**config.mk**
```make
export PLATFORM = sky130hd
export DESIGN_NAME = gpio_port
export DESIGN_NICKNAME = d
export VERILOG_FILES = /design/src/rtl/gpio_port_pkg.sv /design/src/rtl/gpio_port_sync.sv /design/src/rtl/gpio_port_evt.sv /design/src/rtl/gpio_port.sv
export SDC_FILE = /design/constraint.sdc
export NUM_CORES = 1
export LEC_CHECK = 0
export ABC_AREA = 1
export BUFFER_PORTS_ARGS = -buffer_cell sky130_fd_sc_hd__buf_2
export CORE_MARGIN = 2
export CORE_UTILIZATION = 51
export CTS_CLUSTER_SIZE = 20
export DETAILED_ROUTE_END_ITERATION = 6
export PLACE_DENSITY = 0.68
export SLEW_MARGIN = 20
export SYNTH_ARGS = -nofsm -noshare
export SYNTH_HDL_FRONTEND = slang
export SYNTH_SLANG_ARGS = --single-unit
```
**constraint.sdc**
```tcl
create_clock -name clk -period 2.5 [get_ports clk]
set_input_delay 0.25 -clock clk [delete_from_list [all_inputs] [get_ports clk]]
set_output_delay 0.25 -clock clk [all_outputs]
set_load 0.03 [all_outputs]
```
**src/rtl/gpio_port_pkg.sv**
```systemverilog
package gpio_port_pkg;

    localparam int DATA_W  = 32;
    localparam int ADDR_W  = 9;
    localparam int TRIG_LSB = 16;

    localparam logic [7:0] OFS_OUT  = 8'h00;
    localparam logic [7:0] OFS_IN   = 8'h10;
    localparam logic [7:0] OFS_DIR  = 8'h14;
    localparam logic [7:0] OFS_STAT = 8'hA0;

    typedef enum logic [3:0] {
        TRIG_OFF  = 4'h0,
        DMA_RISE  = 4'h1,
        DMA_FALL  = 4'h2,
        DMA_BOTH  = 4'h3,
        IRQ_LOW   = 4'h8,
        IRQ_RISE  = 4'h9,
        IRQ_FALL  = 4'hA,
        IRQ_BOTH  = 4'hB,
        IRQ_HIGH  = 4'hC
    } trig_e;

    typedef struct packed {
        logic on_rise;
        logic on_fall;
        logic on_high;
        logic on_low;
        logic to_irq;
        logic to_dma;
    } trig_dec_t;

    function automatic trig_dec_t decode_trig(input logic [3:0] code);
        trig_dec_t d;
        d = '0;
        case (code)
            DMA_RISE: begin d.on_rise = 1'b1; d.to_dma = 1'b1; end
            DMA_FALL: begin d.on_fall = 1'b1; d.to_dma = 1'b1; end
            DMA_BOTH: begin d.on_rise = 1'b1; d.on_fall = 1'b1; d.to_dma = 1'b1; end
            IRQ_LOW:  begin d.on_low  = 1'b1; d.to_irq = 1'b1; end
            IRQ_RISE: begin d.on_rise = 1'b1; d.to_irq = 1'b1; end
            IRQ_FALL: begin d.on_fall = 1'b1; d.to_irq = 1'b1; end
            IRQ_BOTH: begin d.on_rise = 1'b1; d.on_fall = 1'b1; d.to_irq = 1'b1; end
            IRQ_HIGH: begin d.on_high = 1'b1; d.to_irq = 1'b1; end
            default:  d = '0;
        endcase
        return d;
    endfunction

endpackage

```
**src/rtl/gpio_port_sync.sv**
```systemverilog
module gpio_port_sync #(
    parameter int W = 32
) (
    input  logic         clk,
    input  logic         rst,
    input  logic [W-1:0] d,
    output logic [W-1:0] q
);
    logic [W-1:0] meta_q;
    logic [W-1:0] sync_q;

    always_ff @(posedge clk) begin
        if (rst) begin
            meta_q <= '0;
            sync_q <= '0;
        end else begin
            meta_q <= d;
            sync_q <= meta_q;
        end
    end

    assign q = sync_q;
endmodule

```
**src/rtl/gpio_port_evt.sv**
```systemverilog
module gpio_port_evt
    import gpio_port_pkg::*;
(
    input  logic       clk,
    input  logic       rst,
    input  logic       pin_s,
    input  logic [3:0] code,
    input  logic       clr,
    output logic       stat,
    output logic       irq_src,
    output logic       dma_src
);
    trig_dec_t dec;
    logic      prev_q;
    logic      stat_q;
    logic      evt;

    assign dec = decode_trig(code);

    // Edge and level detection on the synchronised pin
    assign evt = (dec.on_rise &  pin_s & ~prev_q)
               | (dec.on_fall & ~pin_s &  prev_q)
               | (dec.on_high &  pin_s)
               | (dec.on_low  & ~pin_s);

    always_ff @(posedge clk) begin
        if (rst) begin
            prev_q <= 1'b0;
            stat_q <= 1'b0;
        end else begin
            prev_q <= pin_s;
            stat_q <= (stat_q & ~clr) | evt;
        end
    end

    assign stat    = stat_q;
    assign irq_src = stat_q & dec.to_irq;
    assign dma_src = stat_q & dec.to_dma;

    assert_clear_takes_R8: assert property (@(posedge clk) disable iff (rst)
        (clr && !evt) |=> !stat_q);
    assert_event_wins_R9: assert property (@(posedge clk) disable iff (rst)
        evt |=> stat_q);
    assert_idle_holds_R7: assert property (@(posedge clk) disable iff (rst)
        (!evt && !clr) |=> $stable(stat_q));
    assert_level_sticky_R6: assert property (@(posedge clk) disable iff (rst)
        (dec.on_high && pin_s) |=> stat_q);
endmodule

```
**src/rtl/gpio_port.sv**
```systemverilog
module gpio_port
    import gpio_port_pkg::*;
#(
    parameter int NPINS = 32
) (
    input  logic              clk,
    input  logic              rst,
    input  logic              wr_en,
    input  logic [8:0]        addr,
    input  logic [31:0]       wdata,
    output logic [31:0]       rdata,
    input  logic [NPINS-1:0]  pin_in,
    output logic [NPINS-1:0]  pin_out,
    output logic [NPINS-1:0]  pin_oe,
    output logic              irq,
    output logic              dma_req
);
    localparam int WORD_W = 6;

    logic [NPINS-1:0] out_q;
    logic [NPINS-1:0] dir_q;
    logic [3:0]       trig_q [NPINS];
    logic [NPINS-1:0] pin_s;
    logic [NPINS-1:0] stat_v;
    logic [NPINS-1:0] irq_v;
    logic [NPINS-1:0] dma_v;
    logic [NPINS-1:0] clr_v;

    logic             evt_win;
    logic [7:0]       ofs;
    logic [WORD_W-1:0] word;
    logic             ctrl_hit;

    assign evt_win  = addr[8];
    assign ofs      = addr[7:0];
    assign word     = ofs[7:2];
    assign ctrl_hit = evt_win && (ofs[1:0] == 2'b00) && (int'(word) < NPINS);

    gpio_port_sync #(.W(NPINS)) u_sync (
        .clk (clk),
        .rst (rst),
        .d   (pin_in),
        .q   (pin_s)
    );

    assign clr_v = (wr_en && evt_win && ofs == OFS_STAT) ? wdata[NPINS-1:0] : '0;

    always_ff @(posedge clk) begin
        if (rst) begin
            out_q <= '0;
            dir_q <= '0;
        end else if (wr_en && !evt_win) begin
            if (ofs == OFS_OUT) out_q <= wdata[NPINS-1:0];
            if (ofs == OFS_DIR) dir_q <= wdata[NPINS-1:0];
        end
    end

    for (genvar i = 0; i < NPINS; i++) begin : g_pin
        always_ff @(posedge clk) begin
            if (rst)
                trig_q[i] <= 4'h0;
            else if (wr_en && ctrl_hit && int'(word) == i)
                trig_q[i] <= wdata[TRIG_LSB +: 4];
        end

        gpio_port_evt u_evt (
            .clk     (clk),
            .rst     (rst),
            .pin_s   (pin_s[i]),
            .code    (trig_q[i]),
            .clr     (clr_v[i]),
            .stat    (stat_v[i]),
            .irq_src (irq_v[i]),
            .dma_src (dma_v[i])
        );
    end

    always_comb begin
        rdata = '0;
        if (ctrl_hit) begin
            for (int k = 0; k < NPINS; k++)
                if (int'(word) == k) rdata[TRIG_LSB +: 4] = trig_q[k];
        end else if (evt_win) begin
            if (ofs == OFS_STAT) rdata[NPINS-1:0] = stat_v;
        end else begin
            case (ofs)
                OFS_OUT: rdata[NPINS-1:0] = out_q;
                OFS_IN:  rdata[NPINS-1:0] = pin_s;
                OFS_DIR: rdata[NPINS-1:0] = dir_q;
                default: rdata = '0;
            endcase
        end
    end

    assign pin_out = out_q;
    assign pin_oe  = dir_q;
    assign irq     = |irq_v;
    assign dma_req = |dma_v;

    assert_irq_needs_status_R10: assert property (@(posedge clk) disable iff (rst)
        irq |-> (stat_v != '0));
    assert_dma_needs_status_R10: assert property (@(posedge clk) disable iff (rst)
        dma_req |-> (stat_v != '0));
    assert_write_out_R2: assert property (@(posedge clk) disable iff (rst)
        (wr_en && addr == {1'b0, OFS_OUT}) |=> (pin_out == $past(wdata[NPINS-1:0])));
endmodule

```
Yosys cells after proc, flatten, opt, wreduce, memory -nomap -nowiden
Memories as Yosys holds them, arrays and structs flattened.
Cells that the tools add are included.
{"block": "classes", "eq_ne": 290, "reduce_logical": 174, "muxes": 361, "magnitude_cmp": 1, "n_bitwise": 544}
{"cell": "4-bit == test (second input constant)", "count": 160}
{"cell": "1-bit 2-to-1 mux", "count": 290}
{"cell": "1-bit bitwise AND", "count": 288}
{"cell": "4-bit 2-to-1 mux", "count": 65}
{"cell": "4-bit by 2-bit == test with 1-bit output (second input constant)", "count": 64}
{"cell": "4-bit OR reduction", "count": 64}
{"cell": "1-bit bitwise OR", "count": 160}
{"cell": "5-bit OR reduction", "count": 32}
{"cell": "4-bit by 1-bit == test with 1-bit output (second input constant)", "count": 32}
{"cell": "6-bit == test (second input constant)", "count": 16}
{"cell": "32-bit 2-to-1 mux", "count": 3}
{"cell": "1-bit NOT", "count": 96}
{"cell": "32-bit one-hot mux with 3 select lines", "count": 1}
{"cell": "3-bit OR reduction", "count": 32}
{"cell": "32-bit OR reduction", "count": 2}
{"cell": "6-bit by 5-bit == test with 1-bit output (second input constant)", "count": 8}
{"cell": "1-bit logical AND", "count": 38}
{"cell": "6-bit by 4-bit == test with 1-bit output (second input constant)", "count": 4}
{"cell": "8-bit by 5-bit == test with 1-bit output (second input constant)", "count": 2}
{"cell": "16-bit 2-to-1 mux", "count": 1}
{"cell": "6-bit by 3-bit == test with 1-bit output (second input constant)", "count": 2}
{"cell": "12-bit 2-to-1 mux", "count": 1}
{"cell": "8-bit == test (second input constant)", "count": 1}
{"cell": "8-bit logical NOT", "count": 1}
{"cell": "other kinds (6)", "count": 7}
{"block": "word_totals", "wordCells": 1439, "input_bits": 76, "out_inout_bits": 98, "mem_bits_rw": 128, "n_memories": 1, "ff_bits": 192}
{"name": "trig_q", "words": 32, "width": 4, "read_ports": 32, "rd_ports_with_merged_regs": 0, "wr": 32, "line_no": "gpio_port.sv:22", "rtl": "logic [3:0] trig_q [NPINS];"}

Longest topological paths before layout
Gate-level depths: netlist of the first run.
{"block": "logic_depth", "ltp_word": 34, "ltp_mapped": 24, "ltp_nobuf": 24}

Modules after synthesis
From an unflattened synthesis of the first run, not the netlist that was laid out.
{"block": "hier_totals", "hier_cells": 2112, "hier_area_um2": 15723.8}
{"mod": "gpio_port", "n_inst": 1, "cells_per_inst": 1209, "area_each_um2": 9599.2}
{"mod": "gpio_port_evt", "n_inst": 32, "cells_per_inst": 22, "area_each_um2": 133.9}
{"mod": "gpio_port_sync", "n_inst": 1, "cells_per_inst": 199, "area_each_um2": 1840.5}

Least setup slack after synthesis of the first run
OpenSTA, ideal clock, no wires.
{"block": "synth_timing", "kind": "in2out", "start": "input addr[3]", "end": "output rdata[24]", "slack_ns": 0.088, "required_ns": 2.250, "path_stages": 6, "arrival_ns": 2.162, "path_cell_list": "nor2_1 -> inv_1 -> nor2_1 -> nand2_1 -> clkbuf_1 -> o311ai_0"}
{"block": "synth_via", "elab_chain_len": 4, "elab_cells_between_ends": 10, "cone_classes": "1 x order compare; 3 x eq/ne; 4 x mux; 2 x reduce/logical"}
{"element": "start, declared", "line_no": "gpio_port.sv:9", "rtl": "input logic [8:0] addr,"}
{"element": "8-bit by 5-bit == test with 1-bit output, or another cell as far along", "line_no": "gpio_port.sv:86", "rtl": "case (ofs)"}
{"element": "32-bit one-hot mux with 3 select lines / 32-bit 2-to-1 mux (equally long branches)", "line_no": "gpio_port.sv:86, gpio_port.sv:84"}
{"element": "32-bit 2-to-1 mux", "line_no": "gpio_port.sv:83", "rtl": "end else if (evt_win) begin"}
{"element": "12-bit 2-to-1 mux *", "line_no": "gpio_port.sv:80", "rtl": "if (ctrl_hit) begin"}
{"element": "end, declared", "line_no": "gpio_port.sv:11", "rtl": "output logic [31:0] rdata,"}
Mark *: on every way between the ends. The rest lies on a longest branch, timed or not.

==> results of run 1 <==
-- power breakdown --
group	leakage, nW	internal, mW	switching, mW	total, mW
Combinational	4.70	0.397	0.677	1.07
Sequential	2.78	5.63	0.157	5.79
Clock	0.584	3.15	2.13	5.28
Total	8.07	9.18	2.96	12.1
-- state kept, by name, indices dropped and copies added, names as in the netlist --
| register | flops |
|---|---|
| pin_oe | 32 |
| u_sync.q | 32 |
| pin_out | 32 |
| g_pin.u_evt.prev_q | 32 |
| g_pin.u_evt.stat | 32 |
| trig_q | 128 |
| u_sync.meta_q | 32 |
-- tightest hold or removal path: cells and delay by family --
family,cells,cell delay (ps)
compound gates,1,60
buf+inv,2,160
-- how the worst max path moves through the flow --
stage | end | cells after the start
3_5_place_dp | rdata[18] | 22
6_report | rdata[17] | 21
4_1_cts | rdata[17] | 21
5_1_grt | rdata[17] | 21
3_3_place_gp | rdata[18] | 25
2_1_floorplan | rdata[24] | 6
-- routing by layer --
metal,up-vias,track usage,routed length (um)
met5,-,0,0
met4,0,0.124,1820
met3,113,0.0478,4800
met2,841,0.492,21600
met1,7013,0.437,20700
li1,7193,-,-
-- cell usage in the layout (no fill, tap or decap), types with 14 or more instances in the layout --
| cell type | instances |
|---|---|
| clkbuf_16 | 39 |
| dfxtp_1 | 192 |
| nor2_1 | 374 |
| buf_4 | 155 |
| nand4_1 | 62 |
| nor3_1 | 24 |
| inv_1 | 273 |
| nor4_1 | 24 |
| dlygate4sd3_1 | 33 |
| o21ai_0 | 148 |
| nand3_1 | 105 |
| o22ai_1 | 54 |
| nand2_1 | 226 |
| buf_2 | 161 |
| a21oi_1 | 128 |
| edfxtp_1 | 128 |
| a41oi_1 | 14 |
-- layout make-up --
class / count / area [um^2]
antenna: 2 / 5.00
sequential: 320 / 7690
clock buffer: 54 / 1100
clock inverter: 9 / 76.3
multi-input combinational: 1255 / 6110
inverter: 293 / 1100
fill: 2476 / 9720
timing repair buffer: 366 / 2570
tap: 384 / 480
-- kinds of logic after synthesis --
kind of cell | Yosys count | share of synthesized area
AOI/OAI and AO/OA | 393 | 0.148
buffers and inverters | 370 | 0.0929
DFF | 320 | 0.512
and+or+nand+nor | 862 | 0.246
-- through the flow --
| stage | area, um^2 | setup TNS (ps) | hold WS (ps) | utilization | instances |
|---|---|---|---|---|---|
| 2_1_floorplan | 15000 | 0 | 357 | - | 1945 |
| 3_3_place_gp | 17300 | -1000 | 390 | 0.598 | 2568 |
| 3_5_place_dp | 17300 | -2560 | 392 | 0.598 | 2568 |
| 4_1_cts | 18900 | -2590 | 1.73 | 0.657 | 2676 |
| 5_1_grt | 19100 | -4050 | 16.4 | 0.663 | 2683 |
| 6_report | 19100 | -2820 | 14.8 | 0.663 | 2683 |
-- timing repair --
action | in CTS | in global routing
endpoints found under the hold margin | 33 | 0
hold buffers | 33 | 0
pin swaps | 8 | 35
gates resized for setup | 41 | 38
setup endpoints to repair | 33 | 33
gates cloned | 0 | 0
buffers inserted | 13 | 9
==> metrics.yaml, run 1 <==
run_status:
  status: "finished, violations left"
  violations: "negative setup slack"
clocking:
  clock_latency_ps: 520
  cts_root_buffer: "clkbuf_16"
  tritoncts: "yes"
  htree_levels: 2
  clkSinkCount: 320
  clockBufferDepth: 3
  path_clk_slew_ps: 60
  cts_made_buffers: 36
synthesis:
  syn-mean-instance-area_um2: 7.71
  ys.flop_type: "dfxtp_1"
  syn_nets: 2021
  synth_edf_count: 128
  yosysMostFrequentCell: "nor2_1"
  synth_area_um2: 15000
  yosysTopAreaCellShare: 0.256
  async_flop_share: 0
  synth_cells: 1945
  yosysTopAreaCell: "dfxtp_1"
  ys_ff_latch: 320
  synth_area_leaders: "dfxtp_1 (26%), edfxtp_1 (26%), nor2_1 (9.6%)"
  ys_seq_area_frac: 0.512
  yosysWarnings: 0
  synthTopCellsByCount: "nor2_1 (383), inv_1 (285), nand2_1 (234)"
  ys_types: 38
sta:
  layout_min_cycle_time_ps: 3140
  setup_ws_ps: -636
  finalMaxSlewViolations: 0
  fin_crit_sh: 1.25
  rsz0062_at_grt: "yes"
  hold_viol: 0
  setup_viol: 6
  fin_skew_ps: 12.6
  max_slew_margin: 0.585
  worst_slew_pin_slew_ps: 614
  max_freq_ghz: 0.319
setup_path:
  crit_chain: "nand4_1 -> nand3_1 -> nor2_1 -> nand4_1 -> nand2_1 -> nand4_1 -> nand2_1 -> nand4_1 -> nor2_1 -> nand3_1 -> nand2_1 -> nand3_1 -> nand2_1 -> nand4_1 -> nand2_1 -> nand4_1 -> nand2_1 -> nand3_1 -> nand2_2 -> inv_2 -> buf_6"
  arrival_ps: 2890
  r2r-end: "g_pin[0].u_evt.stat"
  path_class: "reg2out"
  critPathSlowestCell: "edfxtp_1"
  rrSetupSlack_ps: 1110
  cp_max_fo: 2
  startpoint: "trig_q[0][9]"
  ff2ff_path_depth: 7
  critical_path.max_stage_delay_ps: 410
  worstReg2RegStart: "trig_q[0][0]"
  critPathCaptureType: "primary output"
  startpoint_type: "flop"
  crit_family: "simple AND/OR/NAND/NOR gates"
  required_ps: 2250
  worstPathBufferInverterCount: 2
pwr:
  total_power_mw: 12.1
  ir_drop_mv: 0.458
  p_leak_nw: 8.07
  powerDensity_nw_per_um2: 634
detailed_routing:
  drtAntennaViolNets: 0
  via_per_inst: 5.65
  avgRoutedWirePerCell_um: 18.2
  postRouteWirelength_mm: 48.9
  drc: 0
  num_vias: 15200
  first_iter_violations: 1681
  drtPass1Iterations: 6
placement:
  pre_cts_ws_ps: -291
  dp_hpwl_mm: 34.3
  port_buffers: 173
  place_congestion: 0.932
floorplan:
  floorplan.core_area_um2: 28900
  die_x_um: 176
  die_area_um2: 30800
  initial_core_util: 0.520
  rows: 62
  io-pin-count: 174
  die_h_um: 176
grt:
  overflow: 0
  first_global_vias: 14100
  grt_max_degree: 129
  grtUsageTotal: 0.313
  antenna_found_initial: 2
  grt_pass1_wl_mm: 76.1
worst_hold_path:
  hold_depth: 3
  hp-start: "wdata[1]"
  hp-class: "in2reg"
  whs_endpoint: "pin_out[1]"
finish:
  final_layout_size_suffix_gt1_frac: 0.196
  area_growth_pct: 27.5
  nets: 2348
flow_run:
  cap_violations: 0
(Power assumes the default switching activity.)
==> run 2, diff against run 1 <==
--- a/config.mk
+++ b/config.mk
@@ -8,10 +8,11 @@
 export ABC_AREA = 1
 export BUFFER_PORTS_ARGS = -buffer_cell sky130_fd_sc_hd__buf_2
 export CORE_MARGIN = 2
-export CORE_UTILIZATION = 51
+export CORE_UTILIZATION = 59
 export CTS_CLUSTER_SIZE = 20
 export DETAILED_ROUTE_END_ITERATION = 6
-export PLACE_DENSITY = 0.68
+export PLACE_DENSITY = 0.77
+export SETUP_SLACK_MARGIN = 0.05
 export SLEW_MARGIN = 20
 export SYNTH_ARGS = -nofsm -noshare
 export SYNTH_HDL_FRONTEND = slang
==> run 2 against run 1 <==
The flow still finishes with violations (negative setup slack). Worst hold slack improved by 0.53 ps. Utilization rose by 9.9 points. Total power decreased by 1.3%. First-iteration DRC count rose by 10%. Count of clock-buffer cells in the layout up 2. Via count rose by 2.5%. Critical path depth stayed put. Final cell count fell by 1.9%. Clock power shrank 4.0%. Cell area is essentially flat. Critical path type unchanged. Largest power group unchanged.
==> metrics.yaml, run 2 (synthesized netlist as in run 1, its figures left out) <==
finish:
  fillers: 1850  # -25%
  area_growth_pct: 27.5  # about the same
  diodes: 0  # -2
  final_common_cell: "nor2_1"
  final_cell_mix: "nor2_1 (366), inv_1 (267), nand2_1 (229), dfxtp_1 (192), buf_4 (169)"
  largest_reg_flops: 128  # unchanged
  final_layout_size_suffix_gt1_frac: 0.200  # +0.00427
  nets: 2353  # +0.21%
  instances_no_fill: 2633  # -1.9%
  top_register: "trig_q"
grt:
  gr-usage-met1: 0.507  # +0.0705
  overflow: 0  # unchanged
  first_global_vias: 14200  # +0.18%
  antenna_found_initial: 0  # -2
  met3_usage: 0.0607  # +0.0129
  grtUsageTotal: 0.370  # +0.0564
  grt.busiest_layer: "met2"
  grt_max_degree: 63  # -51%
  met2_usage: 0.586  # +0.0939
  grt_pass1_wl_mm: 75.8  # -0.31%
clocking:
  path_clk_slew_ps: 60  # about the same
  clockBufferDepth: 3  # unchanged
  tritoncts: "yes"
  htree_levels: 2  # unchanged
  clkSinkCount: 320  # unchanged
  cts_root_buffer: "clkbuf_16"
  cts_made_buffers: 34  # -5.6%
  clock_latency_ps: 520  # about the same
floorplan:
  initial_core_util: 0.598  # +0.0776
  die_x_um: 163  # -6.9%
  io-pin-count: 174  # unchanged
  floorplan.core_area_um2: 25100  # -13%
  die_h_um: 163  # -6.9%
  rows: 58  # -6.5%
  die_area_um2: 26700  # -13%
setup_path:
  startpoint_type: "flop"
  required_ps: 2250  # about the same
  ff2ff_path_depth: 4  # -3
  path_class: "reg2out"
  critPathCaptureType: "primary output"
  arrival_ps: 2830  # -60 ps
  cp_max_fo: 2  # unchanged
pwr:
  pwr-share-comb: 0.093  # +0.004
  p_leak_nw: 8.06  # about the same
  p_int_mw: 9.04  # -1.5%
  total_power_mw: 12.0  # -1.3%
  p_switching_mw: 2.94  # -0.65%
  switching_share: 0.246  # +0.00166
  powerDensity_nw_per_um2: 626  # -1.3%
  clkPwrFrac: 0.423  # -0.012
  power_frac_seq: 0.484  # +0.007
  ir_drop_mv: 0.564  # +23%
sta:
  max_freq_ghz: 0.324  # +1.7%
  setup_ws_ps: -583  # +52.6 ps
  hold_viol: 0  # unchanged
  worst_slew_pin_slew_ps: 676  # +62.0 ps
  setup_viol: 6  # unchanged
  layout_min_cycle_time_ps: 3080  # -52.6 ps
  fin_skew_ps: 17.9  # +5.30 ps
  fin_crit_sh: 1.23  # -0.0210
  rsz0062_at_grt: "yes"
  finalMaxSlewViolations: 0  # unchanged
  max_slew_margin: 0.549  # -0.0360
flow_run:
  cap_violations: 0  # unchanged
placement:
  pre_cts_ws_ps: -307  # -16.4 ps
  port_buffers: 173  # unchanged
  place_congestion: 0.983  # +5.5%
  dp_hpwl_mm: 35.9  # +4.5%
  placedCellCount: 2518  # -1.9%
detailed_routing:
  avgRoutedWirePerCell_um: 19.5  # +6.8%
  postRouteWirelength_mm: 51.3  # +4.8%
  via_per_inst: 5.90  # +4.5%
  drtAntennaViolNets: 0  # unchanged
  first_iter_violations: 1857  # +10%
  drtPass1Iterations: 7  # +1
  num_vias: 15500  # +2.5%
  drc: 0  # unchanged
run_status:
  status: "finished, violations left"
  violations: "negative setup slack"
worst_hold_path:
  hp-class: "in2reg"
  hold_depth: 3  # unchanged
run 2: stage by stage:
step / area (um^2) / utilization / hold slack, ps / TNS [ps]
floorplan: 15000 / - / 357 / 0
global placement: 17200 / 0.685 / 390 / -1250
detailed placement: 17200 / 0.685 / 392 / -1280
CTS: 18800 / 0.750 / 0.399 / -2550
global route: 19100 / 0.762 / 24.5 / -3520
finish: 19100 / 0.762 / 15.3 / -2460
run 2: power groups by stage:
stage / Clock, mW / Combinational [mW] / Sequential [mW]
6_report: 5.07 / 1.11 / 5.80
5_1_grt: 5.28 / 1.20 / 5.81
4_1_cts: 5.06 / 1.04 / 5.79
3_5_place_dp: 0 / 0.949 / 5.89
3_3_place_gp: 0 / 0.924 / 5.89
2_1_floorplan: 0 / 0.535 / 5.85
run 2: worst max-delay path: stages (launching register included):
cell      delay (ps)
edfxtp_1         410
nand4_1          110
nand2_1           70
nor2_2           110
nand3_1           70
nand2_1           90
nand3_2           70
nand2_1           60
nand3_1           60
nand2_1           70
nand4_1           80
nand2_1           90
nand4_1          110
nor2_1           140
nand4_1          130
nand2_1           80
nand4_1           70
nand2_1           70
nand4_1           70
nor2_1           110
nor2_1            70
buf_4            190
run 2: metal layers:
layer,wire (um),part of all wire
met1,20700,0.40
met3,5350,0.10
met2,23100,0.45
met5,0,0
met4,2160,0.042
run 2: final cells by class:
class / count / area (um^2) / share of cell area
sequential: 320 / 7690 / 0.402
multi-input combinational: 1255 / 6170 / 0.322
timing repair buffer: 373 / 2630 / 0.137
inverter: 293 / 1110 / 0.0578
clock buffer: 56 / 1090 / 0.0571
tap: 330 / 413 / 0.0216
clock inverter: 6 / 32.5 / 0.00170
run 2: path summary, 6_finish.rpt:
check | from | to | slack (ps)
setup reg to reg | trig_q[0][58] | g_pin[14].u_evt.stat | 1160
setup / recovery | trig_q[0][6] | rdata[18] | -580
hold / removal | wdata[5] | pin_out[5] | 20
hold reg to reg | u_sync.meta_q[22] | u_sync.q[22] | 400
run 2: what timing repair did:
item,in CTS,in global routing
resized for setup,51,77
buffers inserted,10,17
endpoints found under the setup margin,29,33
pin swaps,16,24
hold buffers,32,0
hold endpoints to repair,32,0
==> run 3, diff against run 2 <==
--- a/config.mk
+++ b/config.mk
@@ -11,6 +11,7 @@
 export CORE_UTILIZATION = 59
 export CTS_CLUSTER_SIZE = 20
 export DETAILED_ROUTE_END_ITERATION = 6
+export MAX_ROUTING_LAYER = met4
 export PLACE_DENSITY = 0.77
 export SETUP_SLACK_MARGIN = 0.05
 export SLEW_MARGIN = 20
==> run 3 against run 2 <==
The flow finishes with violations (negative hold slack, negative setup slack). First-iteration DRC count increased by 19%. Combinational power about the same. Cell area about the same. Final cell count decreased by 0.15%. Count of clock-buffer cells in the layout decreased by 4. Die area unchanged. Sequential power about the same. Non-clock buffer count decreased by 5. Critical path depth unchanged. Critical endpoint unchanged.
==> metrics.yaml, run 3 (synthesized netlist as in run 1, its figures left out) <==
floorplan:
  io-pin-count: 174  # unchanged
  floorplan.core_area_um2: 25100  # unchanged
  rows: 58  # unchanged
  die_x_um: 163  # unchanged
  initial_core_util: 0.598  # unchanged
  die_h_um: 163  # unchanged
  die_area_um2: 26700  # unchanged
setup_path:
  cp_max_fo: 2  # unchanged
  cpMostUsedCell: "nand4_1"
  arrival_ps: 2800  # -30 ps
  critPathSlowestCell: "edfxtp_1"
  critical_path.max_stage_delay_ps: 420  # about the same
  crit_family: "simple AND/OR/NAND/NOR gates"
  startpoint_type: "flop"
  required_ps: 2250  # about the same
  path_class: "reg2out"
  worstPathBufferInverterCount: 1  # unchanged
  critPathCaptureType: "primary output"
  crit_chain: "nand4_1 -> nand2_1 -> nor2_1 -> nand3_1 -> nand2_1 -> nand3_2 -> nand2_2 -> nand3_2 -> nand2_2 -> nand4_1 -> nand2_1 -> nand4_1 -> nor2_1 -> nand4_1 -> nand2_1 -> nand4_1 -> nand2_1 -> nand4_1 -> nor2_1 -> nor2_1 -> buf_4"
grt:
  antenna_found_initial: 3  # +3
  first_global_vias: 14400  # +1.5%
  grt_max_degree: 129  # +100%
  grt_pass1_wl_mm: 76.4  # +0.70%
  overflow: 0  # unchanged
  grtUsageTotal: 0.383  # +0.0131
finish:
  largest_reg_flops: 128  # unchanged
  fillers: 1847  # -0.16%
  final_common_cell: "nor2_1"
  final_layout_size_suffix_gt1_frac: 0.202  # +0.00139
  final_cell_mix: "nor2_1 (369), inv_1 (269), nand2_1 (223), dfxtp_1 (192)"
  nets: 2348  # -0.21%
  area_growth_pct: 27.6  # about the same
  top_register: "trig_q"
  fin_util: 0.763  # about the same
clocking:
  clock_latency_ps: 510  # about the same
  htree_levels: 2  # unchanged
  path_clk_slew_ps: 60  # about the same
  cts_made_buffers: 34  # unchanged
  clockBufferDepth: 3  # unchanged
  tritoncts: "yes"
  cts_root_buffer: "clkbuf_16"
  clkSinkCount: 320  # unchanged
pwr:
  p_leak_nw: 8.08  # +0.13%
  ir_drop_mv: 0.650  # +15%
  powerDensity_nw_per_um2: 640  # +2.2%
detailed_routing:
  via_per_inst: 5.89  # -0.16%
  drc: 0  # unchanged
  postRouteWirelength_mm: 50.6  # -1.4%
  drtPass1Iterations: 6  # -1
  drtAntennaViolNets: 0  # unchanged
  avgRoutedWirePerCell_um: 19.2  # -1.2%
  first_iter_violations: 2202  # +19%
  num_vias: 15500  # -0.32%
placement:
  place_congestion: 0.978  # -0.56%
  dp_hpwl_mm: 34.4  # -4.2%
  port_buffers: 173  # unchanged
sta:
  max_freq_ghz: 0.328  # +1.2%
  worst_slew_pin_slew_ps: 722  # +45.9 ps
  hold_viol: 1  # +1
  fin_skew_ps: 9.62  # -8.31 ps
  fin_crit_sh: 1.22  # -0.0147
  setup_ws_ps: -547  # +36.6 ps
  layout_min_cycle_time_ps: 3050  # -36.6 ps
  max_slew_margin: 0.516  # -0.0336
  setup_viol: 6  # unchanged
  rsz0062_at_grt: "yes"
  finalMaxSlewViolations: 0  # unchanged
  hold_ws_ps: -3.10  # -18.4 ps
run_status:
  violations: "negative hold slack, negative setup slack"
  status: "finished, violations left"
flow_run:
  cap_violations: 0  # unchanged
worst_hold_path:
  hp-class: "in2reg"
## run 3: through the flow
stage / instances / power (mW) / instance area, um^2 / setup TNS, ps / setup WS, ps
final: 2629 / 12.3 / 19100 / -2310 / -547
after floorplan: 1945 / 6.38 / 15000 / 0 / 87.6
after global placement: 2516 / 6.81 / 17200 / -975 / -238
after CTS: 2623 / 12.2 / 18900 / -2500 / -591
after detailed placement: 2516 / 6.84 / 17200 / -1220 / -304
after global routing: 2629 / 12.6 / 19100 / -3290 / -800
## run 3: final cells by class
cell class / instances / area, um^2 / share of cell area
clock buffer: 52 / 1100 / 0.0577
multi-input combinational: 1255 / 6150 / 0.321
inverter: 293 / 1100 / 0.0576
timing repair buffer: 368 / 2580 / 0.135
clock inverter: 9 / 103 / 0.00536
sequential: 320 / 7690 / 0.401
antenna: 2 / 5.00 / 0.000261
tap: 330 / 413 / 0.0216
## run 3: final timing paths
kind	from	to	slack (ps)	cells after the start
setup / recovery	trig_q[0][2]	rdata[18]	-550	21
hold / removal	pin_in[27]	u_sync.meta_q[27]	-3	3
setup reg to reg	trig_q[0][2]	g_pin[0].u_evt.stat	960	8
hold reg to reg	u_sync.meta_q[7]	u_sync.q[7]	400	2
## run 3: worst reg2reg max path, cell delays in order (launching register included)
cell	delay, ps
edfxtp_1	420
buf_4	160
buf_4	120
buf_4	140
inv_1	80
nand2_1	70
o31ai_1	200
o21ai_0	110
a21oi_1	160
## run 3: power breakdown
part           switching [mW]  leakage, nW  internal [mW]
registers               0.165         2.78           5.63
logic                   0.699         4.70          0.406
clock network            2.09        0.597           3.27
## run 3: routing by layer
| layer | up-vias | part of all wire | GRT usage |
|---|---|---|---|
| met5 | - | 0 | - |
| met4 | 0 | 0.040 | 0.150 |
| met3 | 154 | 0.11 | 0.0673 |
| met2 | 1008 | 0.45 | 0.590 |
| met1 | 7128 | 0.40 | 0.506 |
| li1 | 7205 | - | - |
## run 3: what timing repair did
action | in CTS | in global routing
endpoints found under the hold margin | 35 | 0
setup buffers | 12 | 6
setup endpoints to repair | 31 | 34
pin swaps | 11 | 28
resized for setup | 35 | 69
hold buffers | 35 | 0
